File: src/rtl/wdg_pkg.sv
package wdg_pkg;
  localparam int DATA_W   = 8;
  localparam int BUS_W    = 16;
  localparam int PRE_W    = 12;
  localparam int CKS_W    = 3;
  localparam logic [7:0] KEY_CNT  = 8'h5A;
  localparam logic [7:0] KEY_CTRL = 8'hA5;

  typedef enum logic [1:0] {
    SZ_BYTE = 2'b00,
    SZ_WORD = 2'b01,
    SZ_LONG = 2'b10,
    SZ_RSVD = 2'b11
  } bus_size_e;

  localparam int B_EN   = 7;
  localparam int B_MODE = 6;
  localparam int B_FLAG = 5;

  function automatic int cks_shift(input logic [CKS_W-1:0] code);
    case (code)
      3'd0: return 0;
      3'd1: return 2;
      3'd2: return 4;
      3'd3: return 5;
      3'd4: return 6;
      3'd5: return 8;
      3'd6: return 10;
      default: return 12;
    endcase
  endfunction
endpackage

File: src/rtl/wdg_prescaler.sv
module wdg_prescaler
  import wdg_pkg::*;
(
  input  logic             clk,
  input  logic             rst_n,
  input  logic             en,
  input  logic [CKS_W-1:0] cks,
  output logic             tick
);
  localparam int NSEL = 1 << CKS_W;

  logic [PRE_W-1:0] pre_q;
  logic [PRE_W-1:0] mask_tbl [NSEL];
  logic [PRE_W-1:0] mask;

  for (genvar g = 0; g < NSEL; g++) begin : g_mask
    assign mask_tbl[g] = PRE_W'((1 << cks_shift(CKS_W'(g))) - 1);
  end

  assign mask = mask_tbl[cks];
  assign tick = en && ((pre_q & mask) == mask);

  always_ff @(posedge clk or negedge rst_n) begin
    if (!rst_n)   pre_q <= '0;
    else if (!en) pre_q <= '0;
    else          pre_q <= pre_q + 1'b1;
  end
endmodule

File: src/rtl/wdg_counter.sv
module wdg_counter
  import wdg_pkg::*;
(
  input  logic              clk,
  input  logic              rst_n,
  input  logic              tick,
  input  logic              load,
  input  logic [DATA_W-1:0] load_val,
  output logic [DATA_W-1:0] cnt,
  output logic              ovf
);
  localparam logic [DATA_W-1:0] CMAX = '1;

  assign ovf = tick && !load && (cnt == CMAX);

  always_ff @(posedge clk or negedge rst_n) begin
    if (!rst_n)    cnt <= '0;
    else if (load) cnt <= load_val;
    else if (tick) cnt <= cnt + 1'b1;
  end
endmodule

File: src/rtl/wdg_regs.sv
module wdg_regs
  import wdg_pkg::*;
(
  input  logic              clk,
  input  logic              rst_n,
  input  logic              bus_wr,
  input  logic              bus_addr,
  input  logic [1:0]        bus_size,
  input  logic [BUS_W-1:0]  bus_wdata,
  input  logic              ovf,
  input  logic [DATA_W-1:0] cnt,
  output logic              cnt_wr,
  output logic [DATA_W-1:0] cnt_wval,
  output logic              en,
  output logic              mode,
  output logic              flag,
  output logic [CKS_W-1:0]  cks,
  output logic [BUS_W-1:0]  bus_rdata
);
  logic              word_ok;
  logic              ctrl_wr;
  logic [7:0]        key;
  logic [DATA_W-1:0] dat;
  logic [DATA_W-1:0] ctrl_view;

  assign key      = bus_wdata[BUS_W-1 -: 8];
  assign dat      = bus_wdata[DATA_W-1:0];
  assign word_ok  = bus_wr && (bus_size == SZ_WORD);
  assign cnt_wr   = word_ok && !bus_addr && (key == KEY_CNT);
  assign ctrl_wr  = word_ok &&  bus_addr && (key == KEY_CTRL);
  assign cnt_wval = dat;

  always_ff @(posedge clk or negedge rst_n) begin
    if (!rst_n) begin
      en   <= 1'b0;
      mode <= 1'b0;
      cks  <= '0;
    end else if (ctrl_wr) begin
      en   <= dat[B_EN];
      mode <= dat[B_MODE];
      cks  <= dat[CKS_W-1:0];
    end
  end

  always_ff @(posedge clk or negedge rst_n) begin
    if (!rst_n)                      flag <= 1'b0;
    else if (ovf)                    flag <= 1'b1;
    else if (ctrl_wr && !dat[B_FLAG]) flag <= 1'b0;
  end

  always_comb begin
    ctrl_view         = '0;
    ctrl_view[B_EN]   = en;
    ctrl_view[B_MODE] = mode;
    ctrl_view[B_FLAG] = flag;
    ctrl_view[CKS_W-1:0] = cks;
  end

  assign bus_rdata = {{(BUS_W-DATA_W){1'b0}}, bus_addr ? ctrl_view : cnt};
endmodule

File: src/rtl/wdg_rstpulse.sv
module wdg_rstpulse #(
  parameter int RST_CYC = 8
) (
  input  logic clk,
  input  logic rst_n,
  input  logic fire,
  output logic pulse
);
  localparam int RCW = $clog2(RST_CYC + 1);
  logic [RCW-1:0] left_q;

  always_ff @(posedge clk or negedge rst_n) begin
    if (!rst_n)           left_q <= '0;
    else if (fire)        left_q <= RCW'(RST_CYC);
    else if (left_q != 0) left_q <= left_q - 1'b1;
  end

  assign pulse = (left_q != 0);
endmodule

File: src/rtl/wdg_keyed_top.sv
module wdg_keyed_top
  import wdg_pkg::*;
#(
  parameter int RST_CYC = 8
) (
  input  logic              clk,
  input  logic              rst_n,
  input  logic              bus_wr,
  input  logic              bus_addr,
  input  logic [1:0]        bus_size,
  input  logic [BUS_W-1:0]  bus_wdata,
  output logic [BUS_W-1:0]  bus_rdata,
  output logic              wdg_rst_o,
  output logic              wdg_irq_o
);
  logic              tick, ovf, cnt_wr, en, mode, flag;
  logic [DATA_W-1:0] cnt, cnt_wval;
  logic [CKS_W-1:0]  cks;

  wdg_regs u_regs (
    .clk(clk), .rst_n(rst_n), .bus_wr(bus_wr), .bus_addr(bus_addr),
    .bus_size(bus_size), .bus_wdata(bus_wdata), .ovf(ovf), .cnt(cnt),
    .cnt_wr(cnt_wr), .cnt_wval(cnt_wval), .en(en), .mode(mode),
    .flag(flag), .cks(cks), .bus_rdata(bus_rdata)
  );

  wdg_prescaler u_pre (
    .clk(clk), .rst_n(rst_n), .en(en), .cks(cks), .tick(tick)
  );

  wdg_counter u_cnt (
    .clk(clk), .rst_n(rst_n), .tick(tick), .load(cnt_wr),
    .load_val(cnt_wval), .cnt(cnt), .ovf(ovf)
  );

  wdg_rstpulse #(.RST_CYC(RST_CYC)) u_rst (
    .clk(clk), .rst_n(rst_n), .fire(ovf && !mode), .pulse(wdg_rst_o)
  );

  assign wdg_irq_o = flag && mode;
endmodule

File: config.mk
export PLATFORM = sky130hd
export DESIGN_NAME = wdg_keyed_top
export DESIGN_NICKNAME = d
export VERILOG_FILES = /design/src/rtl/wdg_pkg.sv /design/src/rtl/wdg_prescaler.sv /design/src/rtl/wdg_counter.sv /design/src/rtl/wdg_regs.sv /design/src/rtl/wdg_rstpulse.sv /design/src/rtl/wdg_keyed_top.sv
export SDC_FILE = /design/constraint.sdc
export NUM_CORES = 1
export LEC_CHECK = 0
export CORE_MARGIN = 8
export CORE_UTILIZATION = 55
export CTS_CLUSTER_DIAMETER = 120
export DETAILED_ROUTE_END_ITERATION = 7
export PLACE_DENSITY = 0.81
export SLEW_MARGIN = 15
export SYNTH_ARGS = -nofsm -noshare
export SYNTH_HDL_FRONTEND = slang
export SYNTH_HIERARCHICAL = 1
export SYNTH_SLANG_ARGS = --single-unit
export TNS_END_PERCENT = 100
File: constraint.sdc
create_clock -name clk -period 4.71 [get_ports clk]
set_input_delay 0.942 -clock clk [delete_from_list [all_inputs] [get_ports clk]]
set_output_delay 0.942 -clock clk [all_outputs]
set_load 0.02 [all_outputs]
==> flow_results.xml, run 1 <==
<?xml version="1.0" encoding="UTF-8"?>
<metrics>
  <group name="status">
    <metric name="run_status" unit="">completed</metric>
  </group>
  <group name="clock_network">
    <metric name="cts-root-buf" unit="">clkbuf_4</metric>
    <metric name="ctsResizeCount" unit="">0</metric>
    <metric name="post_cts_buffers" unit="">0</metric>
    <metric name="clk_path_buf_depth" unit="">2</metric>
    <metric name="htreeDepth" unit="">2</metric>
    <metric name="holdBufCountCts" unit="">0</metric>
    <metric name="clkSinkCount" unit="">30</metric>
    <metric name="cts-buffers-inserted" unit="">5</metric>
    <metric name="clk_pin_slew_worst_paths" unit="ns">0.09</metric>
    <metric name="cts_tree" unit="">yes</metric>
    <metric name="worst_skew_pair.late_latency" unit="ns">0.32</metric>
  </group>
  <group name="job">
    <metric name="max_cap_violations" unit="">0</metric>
  </group>
  <group name="global_route">
    <metric name="grt_overflow_total" unit="">0</metric>
    <metric name="antenna_found_initial" unit="">0</metric>
    <metric name="grt_pass1_wl" unit="um">6610</metric>
    <metric name="via_count_of_the_first_global_routing_pass" unit="">1436</metric>
    <metric name="grt_start_max_net_pins" unit="">31</metric>
    <metric name="grt_use_total" unit="%">15.38</metric>
  </group>
  <group name="timing">
    <metric name="grt_setup_unrepaired" unit="">false</metric>
    <metric name="slew_viol_final" unit="">0</metric>
    <metric name="fin_tns_setup" unit="ns">0</metric>
    <metric name="min_period" unit="ns">3.566</metric>
    <metric name="min_period_over_period" unit="%">75.71</metric>
    <metric name="max_freq" unit="MHz">280.4</metric>
    <metric name="finClkSkew" unit="ns">0.008496</metric>
    <metric name="timing.final.setup_violations" unit="">0</metric>
    <metric name="final-hold-violation-count" unit="">0</metric>
    <metric name="timing.hold.ws" unit="ns">0.5237</metric>
  </group>
  <group name="critical_path">
    <metric name="crit_path_max_incr_delay" unit="ns">0.74</metric>
    <metric name="crit_path_end_kind" unit="">output pin</metric>
    <metric name="r2r.worst_path.cells" unit="">9</metric>
    <metric name="crit_chain" unit="">clkdlybuf4s50_1 -&gt; mux2_2 -&gt; clkdlybuf4s50_1</metric>
    <metric name="worstPathRequired" unit="ns">3.77</metric>
    <metric name="path_class" unit="">in2out</metric>
    <metric name="critical_path.reg2reg.startpoint" unit="">u_pre/pre_q[0]$_DFF_PN0_</metric>
    <metric name="rrSetupSlack" unit="ns">2.22</metric>
    <metric name="worst-endpoint-arrival" unit="ns">2.62</metric>
    <metric name="cp_common_cell" unit="">clkdlybuf4s50_1</metric>
    <metric name="timing.critical_path.slowest_stage_cell" unit="">clkdlybuf4s50_1</metric>
    <metric name="crit_path_max_fanout" unit="">10</metric>
    <metric name="cp-start-kind" unit="">primary input</metric>
    <metric name="r2r_end" unit="">u_rst/left_q[0]$_DFFE_PN0P_</metric>
  </group>
  <group name="worst_hold_path">
    <metric name="hold-path-cell-count" unit="">1</metric>
    <metric name="holdCritStartpoint" unit="">u_pre/pre_q[0]$_DFF_PN0_</metric>
    <metric name="hold_endpoint" unit="">u_pre/pre_q[0]$_DFF_PN0_</metric>
    <metric name="hold_path.class" unit="">reg2reg</metric>
  </group>
  <group name="synthesis">
    <metric name="yosysSeqAreaShare" unit="%">40.21</metric>
    <metric name="yosys_most_used_dff" unit="">dfrtp_1</metric>
    <metric name="synth-warning-count" unit="">6</metric>
    <metric name="number_of_enable_type_register_cells_in_the_synthesized_netlist" unit="">0</metric>
    <metric name="netlist-cell-type-count" unit="">49</metric>
    <metric name="syn_area" unit="um^2">1867</metric>
    <metric name="ys_async_sr_fraction" unit="%">100.0</metric>
    <metric name="syn_inst" unit="">185</metric>
    <metric name="synth.avg_cell_area" unit="um^2">10.09</metric>
    <metric name="postSynthRegisterBits" unit="">30</metric>
  </group>
  <group name="finish">
    <metric name="ant_diodes" unit="">0</metric>
    <metric name="area_growth_syn_to_layout" unit="%">16.56</metric>
    <metric name="finalNetCount" unit="">235</metric>
    <metric name="fin_util" unit="%">65.72</metric>
    <metric name="post_route_cells_drive_above_1_share" unit="%">15.17</metric>
  </group>
  <group name="die">
    <metric name="core.rowCount" unit="">21</metric>
    <metric name="i_o_pin_cnt" unit="">40</metric>
    <metric name="die_y" unit="um">74.26</metric>
    <metric name="fp.coreArea" unit="um^2">3311</metric>
    <metric name="dieArea" unit="um^2">5515</metric>
    <metric name="initial_utilization" unit="%">56.39</metric>
    <metric name="fp.dieW" unit="um">74.26</metric>
  </group>
  <group name="drt">
    <metric name="first_iter_violations" unit="">41</metric>
    <metric name="wirelength" unit="um">3684</metric>
    <metric name="drt_first_pass_iters" unit="">4</metric>
    <metric name="via_density" unit="">5.420</metric>
    <metric name="remaining_design_rule_violation_count" unit="">0</metric>
    <metric name="dr_total_vias" unit="">1393</metric>
    <metric name="ant_nets" unit="">0</metric>
    <metric name="route.detailed.wl_per_inst" unit="um">14.33</metric>
  </group>
  <group name="power">
    <metric name="leakage" unit="uW">0.0009123</metric>
    <metric name="power_per_cell_area" unit="nW/um^2">321.2</metric>
    <metric name="power.ir.vdd_worst" unit="V">0.0001382</metric>
  </group>
  <group name="placement">
    <metric name="io_buffers" unit="">31</metric>
    <metric name="dpl.hpwl" unit="um">2824</metric>
    <metric name="weighted_congestion_at_the_end_of_routability_driven_global_placement" unit="">0.8482</metric>
  </group>
</metrics>
## cell usage after synthesis (all sizes together), types with 2 or more instances
cell    number  area share [%]
a211oi       2            0.80
a21boi       4             1.6
a21oi        3            0.80
and2        10             3.4
and2b        3             1.4
and3         3             1.0
and4         2            0.94
buf         22             9.1
dfrtp       30              40
ha           3             2.0
inv          3            0.60
mux2        12             8.4
nand2       17             3.4
nand2b       2            0.67
nand3        5             1.6
nand4        7             2.7
nor2         4            0.80
nor2b        5             1.7
nor3         3            0.80
o211ai       2            0.80
o21ai       11             2.9
or3          2            0.67
or4          2            0.80
xnor2        7             3.3
xor2         5             2.3
## worst max-delay path by stage
stage                           start  slack (ns)                     endpoint
after floorplan           bus_size[0]        2.34  u_rst/left_q[0]$_DFFE_PN0P_
after global placement       bus_addr        1.17                 bus_rdata[7]
after detailed placement     bus_addr        1.14                 bus_rdata[7]
after CTS                    bus_addr        1.13                 bus_rdata[2]
after global routing         bus_addr        1.06                 bus_rdata[2]
final                        bus_addr        1.14                 bus_rdata[2]
## registers in the layout, indices dropped and copies added (netlist names)
register,count
u_cnt/cnt,8
u_pre/pre_q,12
u_regs/cks,3
u_regs/en,1
u_regs/flag,1
u_regs/mode,1
u_rst/left_q,4
## per-layer routing
layer / global-route usage, % / routed length, um / up-vias
met1: 18.43 / 1635 / 669
met2: 24.22 / 1731 / 45
met3: 4.987 / 231 / 7
met4: 7.609 / 85 / 0
li1: - / - / 672
met5: 0 / 0 / -
## report_power, final
part	total, uW	leakage [uW]	switching (uW)	internal [uW]
clock network	160	0.0000353	87.5	72.3
logic	208	0.000501	92.1	116
registers	331	0.000376	40.8	290
## placed cells by master (no fill, tap or decap), drive strengths merged, types with 5 or more instances in the layout
cell type and count:
clkdlybuf4s50 31, dfrtp 30, nand2 17, mux2 12, o21ai 11, and2 10
conb 8, xnor2 7, nand4 7, clkbuf 7, nor2b 5, xor2 5
nand3 5
## worst max-delay path, delay by kind of cell
kind,cells,cell delay (ns)
buffers and inverters,2,1.28
multiplexers,1,0.40
## logic make-up after synthesis
family          synth area share, %
compound gates                8.511
simple gates                  24.53
mux                           8.981
fa+ha+maj                     2.011
other cells                  0.2009
xor+xnor                      5.630
buf+inv                       9.919
flops                         40.21
## metrics by stage
stage | total power [uW] | instances | area (um^2) | setup slack [ns]
global placement | 531.4 | 249 | 2116 | 1.167
finish | 698.9 | 257 | 2176 | 1.144
floorplan | 474.2 | 192 | 1893 | 2.335
detailed placement | 545.6 | 249 | 2116 | 1.137
global route | 744.5 | 257 | 2176 | 1.059
CTS | 706.8 | 257 | 2176 | 1.128
## final cells by class
cell class                 count  area, um^2
clock buffer                   7       55.05
clock inverter                 1       5.005
fill                         299        1135
inverter                       3       11.26
multi-input combinational    136       963.4
sequential                    30       750.7
tap                           46       57.56
timing repair buffer          34       332.8
No activity file was read; power rests on OpenSTA's default activity.
==> run 2: changes to the inputs <==
--- a/config.mk
+++ b/config.mk
@@ -6,10 +6,10 @@
 export NUM_CORES = 1
 export LEC_CHECK = 0
 export CORE_MARGIN = 8
-export CORE_UTILIZATION = 55
+export CORE_UTILIZATION = 46
 export CTS_CLUSTER_DIAMETER = 120
 export DETAILED_ROUTE_END_ITERATION = 7
-export PLACE_DENSITY = 0.81
+export PLACE_DENSITY = 0.72
 export SLEW_MARGIN = 15
 export SYNTH_ARGS = -nofsm -noshare
 export SYNTH_HDL_FRONTEND = slang
==> constraint.sdc (replaced) <==
create_clock -name clk -period 3.1 [get_ports clk]
set_input_delay 0.62 -clock clk [delete_from_list [all_inputs] [get_ports clk]]
set_output_delay 0.62 -clock clk [all_outputs]
set_load 0.02 [all_outputs]
==> flow_results.xml, run 2 (synthesis gave the netlist of run 1 again) <==
<?xml version="1.0" encoding="UTF-8"?>
<metrics>
  <group name="clock_network">
    <metric name="cts-buffers-inserted" unit="">5</metric>
    <metric name="cts-root-buf" unit="">clkbuf_8</metric>
    <metric name="clk_path_buf_depth" unit="">2</metric>
    <metric name="ctsResizeCount" unit="">0</metric>
    <metric name="post_cts_buffers" unit="">0</metric>
    <metric name="cts_tree" unit="">yes</metric>
    <metric name="clk_pin_slew_worst_paths" unit="ns">0.06</metric>
    <metric name="worst_skew_pair.late_latency" unit="ns">0.28</metric>
    <metric name="holdBufCountCts" unit="">0</metric>
    <metric name="htreeDepth" unit="">2</metric>
    <metric name="clkSinkCount" unit="">30</metric>
  </group>
  <group name="finish">
    <metric name="area_growth_syn_to_layout" unit="%">18.90</metric>
    <metric name="biggestRegsByFlops" unit="">u_pre/pre_q: 12 flops, u_cnt/cnt: 8 flops, u_rst/left_q: 4 flops</metric>
    <metric name="max_flop_register" unit="">u_pre/pre_q</metric>
    <metric name="ant_diodes" unit="">0</metric>
    <metric name="post_route_cells_drive_above_1_share" unit="%">15.57</metric>
    <metric name="fin_util" unit="%">56.30</metric>
    <metric name="fin_area" unit="um^2">2220</metric>
    <metric name="largest_reg_flops" unit="">12</metric>
    <metric name="layout.cells.most_common_list" unit="">31 x clkdlybuf4s50_1, 30 x dfrtp_1, 17 x nand2_1, 10 x o21ai_0, 9 x and2_1</metric>
    <metric name="most_frequent_standard_cell_in_the_layout_excluding_fill_and_tap_cells" unit="">clkdlybuf4s50_1</metric>
    <metric name="finalNetCount" unit="">236</metric>
  </group>
  <group name="worst_hold_path">
    <metric name="hold-path-cell-count" unit="">1</metric>
    <metric name="hold_path.class" unit="">reg2reg</metric>
  </group>
  <group name="critical_path">
    <metric name="worstPathRequired" unit="ns">2.48</metric>
    <metric name="worst-endpoint-arrival" unit="ns">2.16</metric>
    <metric name="path_class" unit="">in2out</metric>
    <metric name="crit_path_max_incr_delay" unit="ns">0.54</metric>
    <metric name="cp-start-kind" unit="">primary input</metric>
    <metric name="timing.critical_path.slowest_stage_cell" unit="">clkdlybuf4s50_1</metric>
    <metric name="r2r.worst_path.cells" unit="">8</metric>
    <metric name="cp_common_cell" unit="">clkdlybuf4s50_1</metric>
    <metric name="crit_path_end_kind" unit="">output pin</metric>
    <metric name="crit_chain" unit="">clkdlybuf4s50_1 -&gt; buf_4 -&gt; mux2_2 -&gt; clkdlybuf4s50_1</metric>
    <metric name="crit_path_max_fanout" unit="">10</metric>
  </group>
  <group name="job">
    <metric name="max_cap_violations" unit="">0</metric>
  </group>
  <group name="timing">
    <metric name="final-hold-violation-count" unit="">0</metric>
    <metric name="slew_viol_final" unit="">0</metric>
    <metric name="timing.hold.ws" unit="ns">0.5097</metric>
    <metric name="fin_tns_setup" unit="ns">0</metric>
    <metric name="grt_setup_unrepaired" unit="">false</metric>
    <metric name="finClkSkew" unit="ns">0.003371</metric>
    <metric name="min_period" unit="ns">2.776</metric>
    <metric name="min_period_over_period" unit="%">89.56</metric>
    <metric name="timing.final.setup_violations" unit="">0</metric>
    <metric name="max_freq" unit="MHz">360.2</metric>
  </group>
  <group name="power">
    <metric name="power.ir.vdd_worst" unit="V">0.0002808</metric>
    <metric name="leakage" unit="uW">0.0009300</metric>
    <metric name="power.total" unit="uW">1141</metric>
    <metric name="power_per_cell_area" unit="nW/um^2">514.2</metric>
  </group>
  <group name="die">
    <metric name="dieArea" unit="um^2">6353</metric>
    <metric name="initial_utilization" unit="%">47.35</metric>
    <metric name="fp.dieW" unit="um">79.71</metric>
    <metric name="fp.coreArea" unit="um^2">3943</metric>
    <metric name="core.rowCount" unit="">23</metric>
    <metric name="die_y" unit="um">79.71</metric>
    <metric name="i_o_pin_cnt" unit="">40</metric>
  </group>
  <group name="placement">
    <metric name="place_area" unit="um^2">2128</metric>
    <metric name="dpl.hpwl" unit="um">2781</metric>
    <metric name="weighted_congestion_at_the_end_of_routability_driven_global_placement" unit="">0.7636</metric>
    <metric name="io_buffers" unit="">31</metric>
  </group>
  <group name="global_route">
    <metric name="grt_pass1_wl" unit="um">6603</metric>
    <metric name="grt_start_max_net_pins" unit="">31</metric>
    <metric name="via_count_of_the_first_global_routing_pass" unit="">1483</metric>
    <metric name="grt_use_total" unit="%">12.88</metric>
    <metric name="grt_overflow_total" unit="">0</metric>
    <metric name="antenna_found_initial" unit="">0</metric>
  </group>
  <group name="status">
    <metric name="run_status" unit="">completed</metric>
  </group>
  <group name="drt">
    <metric name="remaining_design_rule_violation_count" unit="">0</metric>
    <metric name="route.detailed.wl_per_inst" unit="um">14.26</metric>
    <metric name="wirelength" unit="um">3737</metric>
    <metric name="drt_first_pass_iters" unit="">4</metric>
    <metric name="via_density" unit="">5.282</metric>
    <metric name="ant_nets" unit="">0</metric>
    <metric name="dr_total_vias" unit="">1384</metric>
    <metric name="first_iter_violations" unit="">51</metric>
  </group>
</metrics>
[run 2: worst paths after layout]
path                                               endpoint                      from  slack, ns
max in group asynchronous          u_cnt/cnt[3]$_DFFE_PN0P_                     rst_n       2.10
worst max register to register  u_rst/left_q[0]$_DFFE_PN0P_  u_pre/pre_q[0]$_DFF_PN0_       0.67
worst min register to register     u_pre/pre_q[0]$_DFF_PN0_  u_pre/pre_q[0]$_DFF_PN0_       0.51
worst min-delay path               u_pre/pre_q[0]$_DFF_PN0_  u_pre/pre_q[0]$_DFF_PN0_       0.51
worst max-delay path                           bus_rdata[7]                  bus_addr       0.32
min in group asynchronous          u_pre/pre_q[2]$_DFF_PN0_                     rst_n       0.73
[run 2: final cells by class]
type | count | area (um^2)
Fill cell | 358 | 1723
Multi-Input combinational cell | 136 | 963.4
Sequential cell | 30 | 750.7
Timing Repair Buffer | 35 | 340.3
Clock buffer | 7 | 86.33
Tap cell | 50 | 62.56
Inverter | 3 | 11.26
Clock inverter | 1 | 5.005
[run 2: critical path: cells and delay by family]
family,cells,cell delay (ns)
muxes,1,0.36
buffers and inverters,3,1.17
[run 2: report_power, final]
part           internal (uW)  total, uW  leakage, uW  switching, uW
Combinational            177        314     0.000506            137
Clock                    179        325    0.0000482            146
Sequential               442        503     0.000376           61.3
Total                    798       1140     0.000930            344
[run 2: per-layer routing]
metal  up-vias  wire length [um]  GRT usage, %
met4         0                54         5.370
met3         5               207         3.941
met1       668              1753         15.94
met2        34              1721         20.21
met5         -                 0             0
li1        677                 -             -
[run 2: through the flow]
stage | setup WS (ns) | std cells
CTS | 0.3104 | 262
floorplan | 0.9463 | 192
global route | 0.2727 | 262
detailed placement | 0.3095 | 254
finish | 0.3236 | 262
global placement | 0.3145 | 254
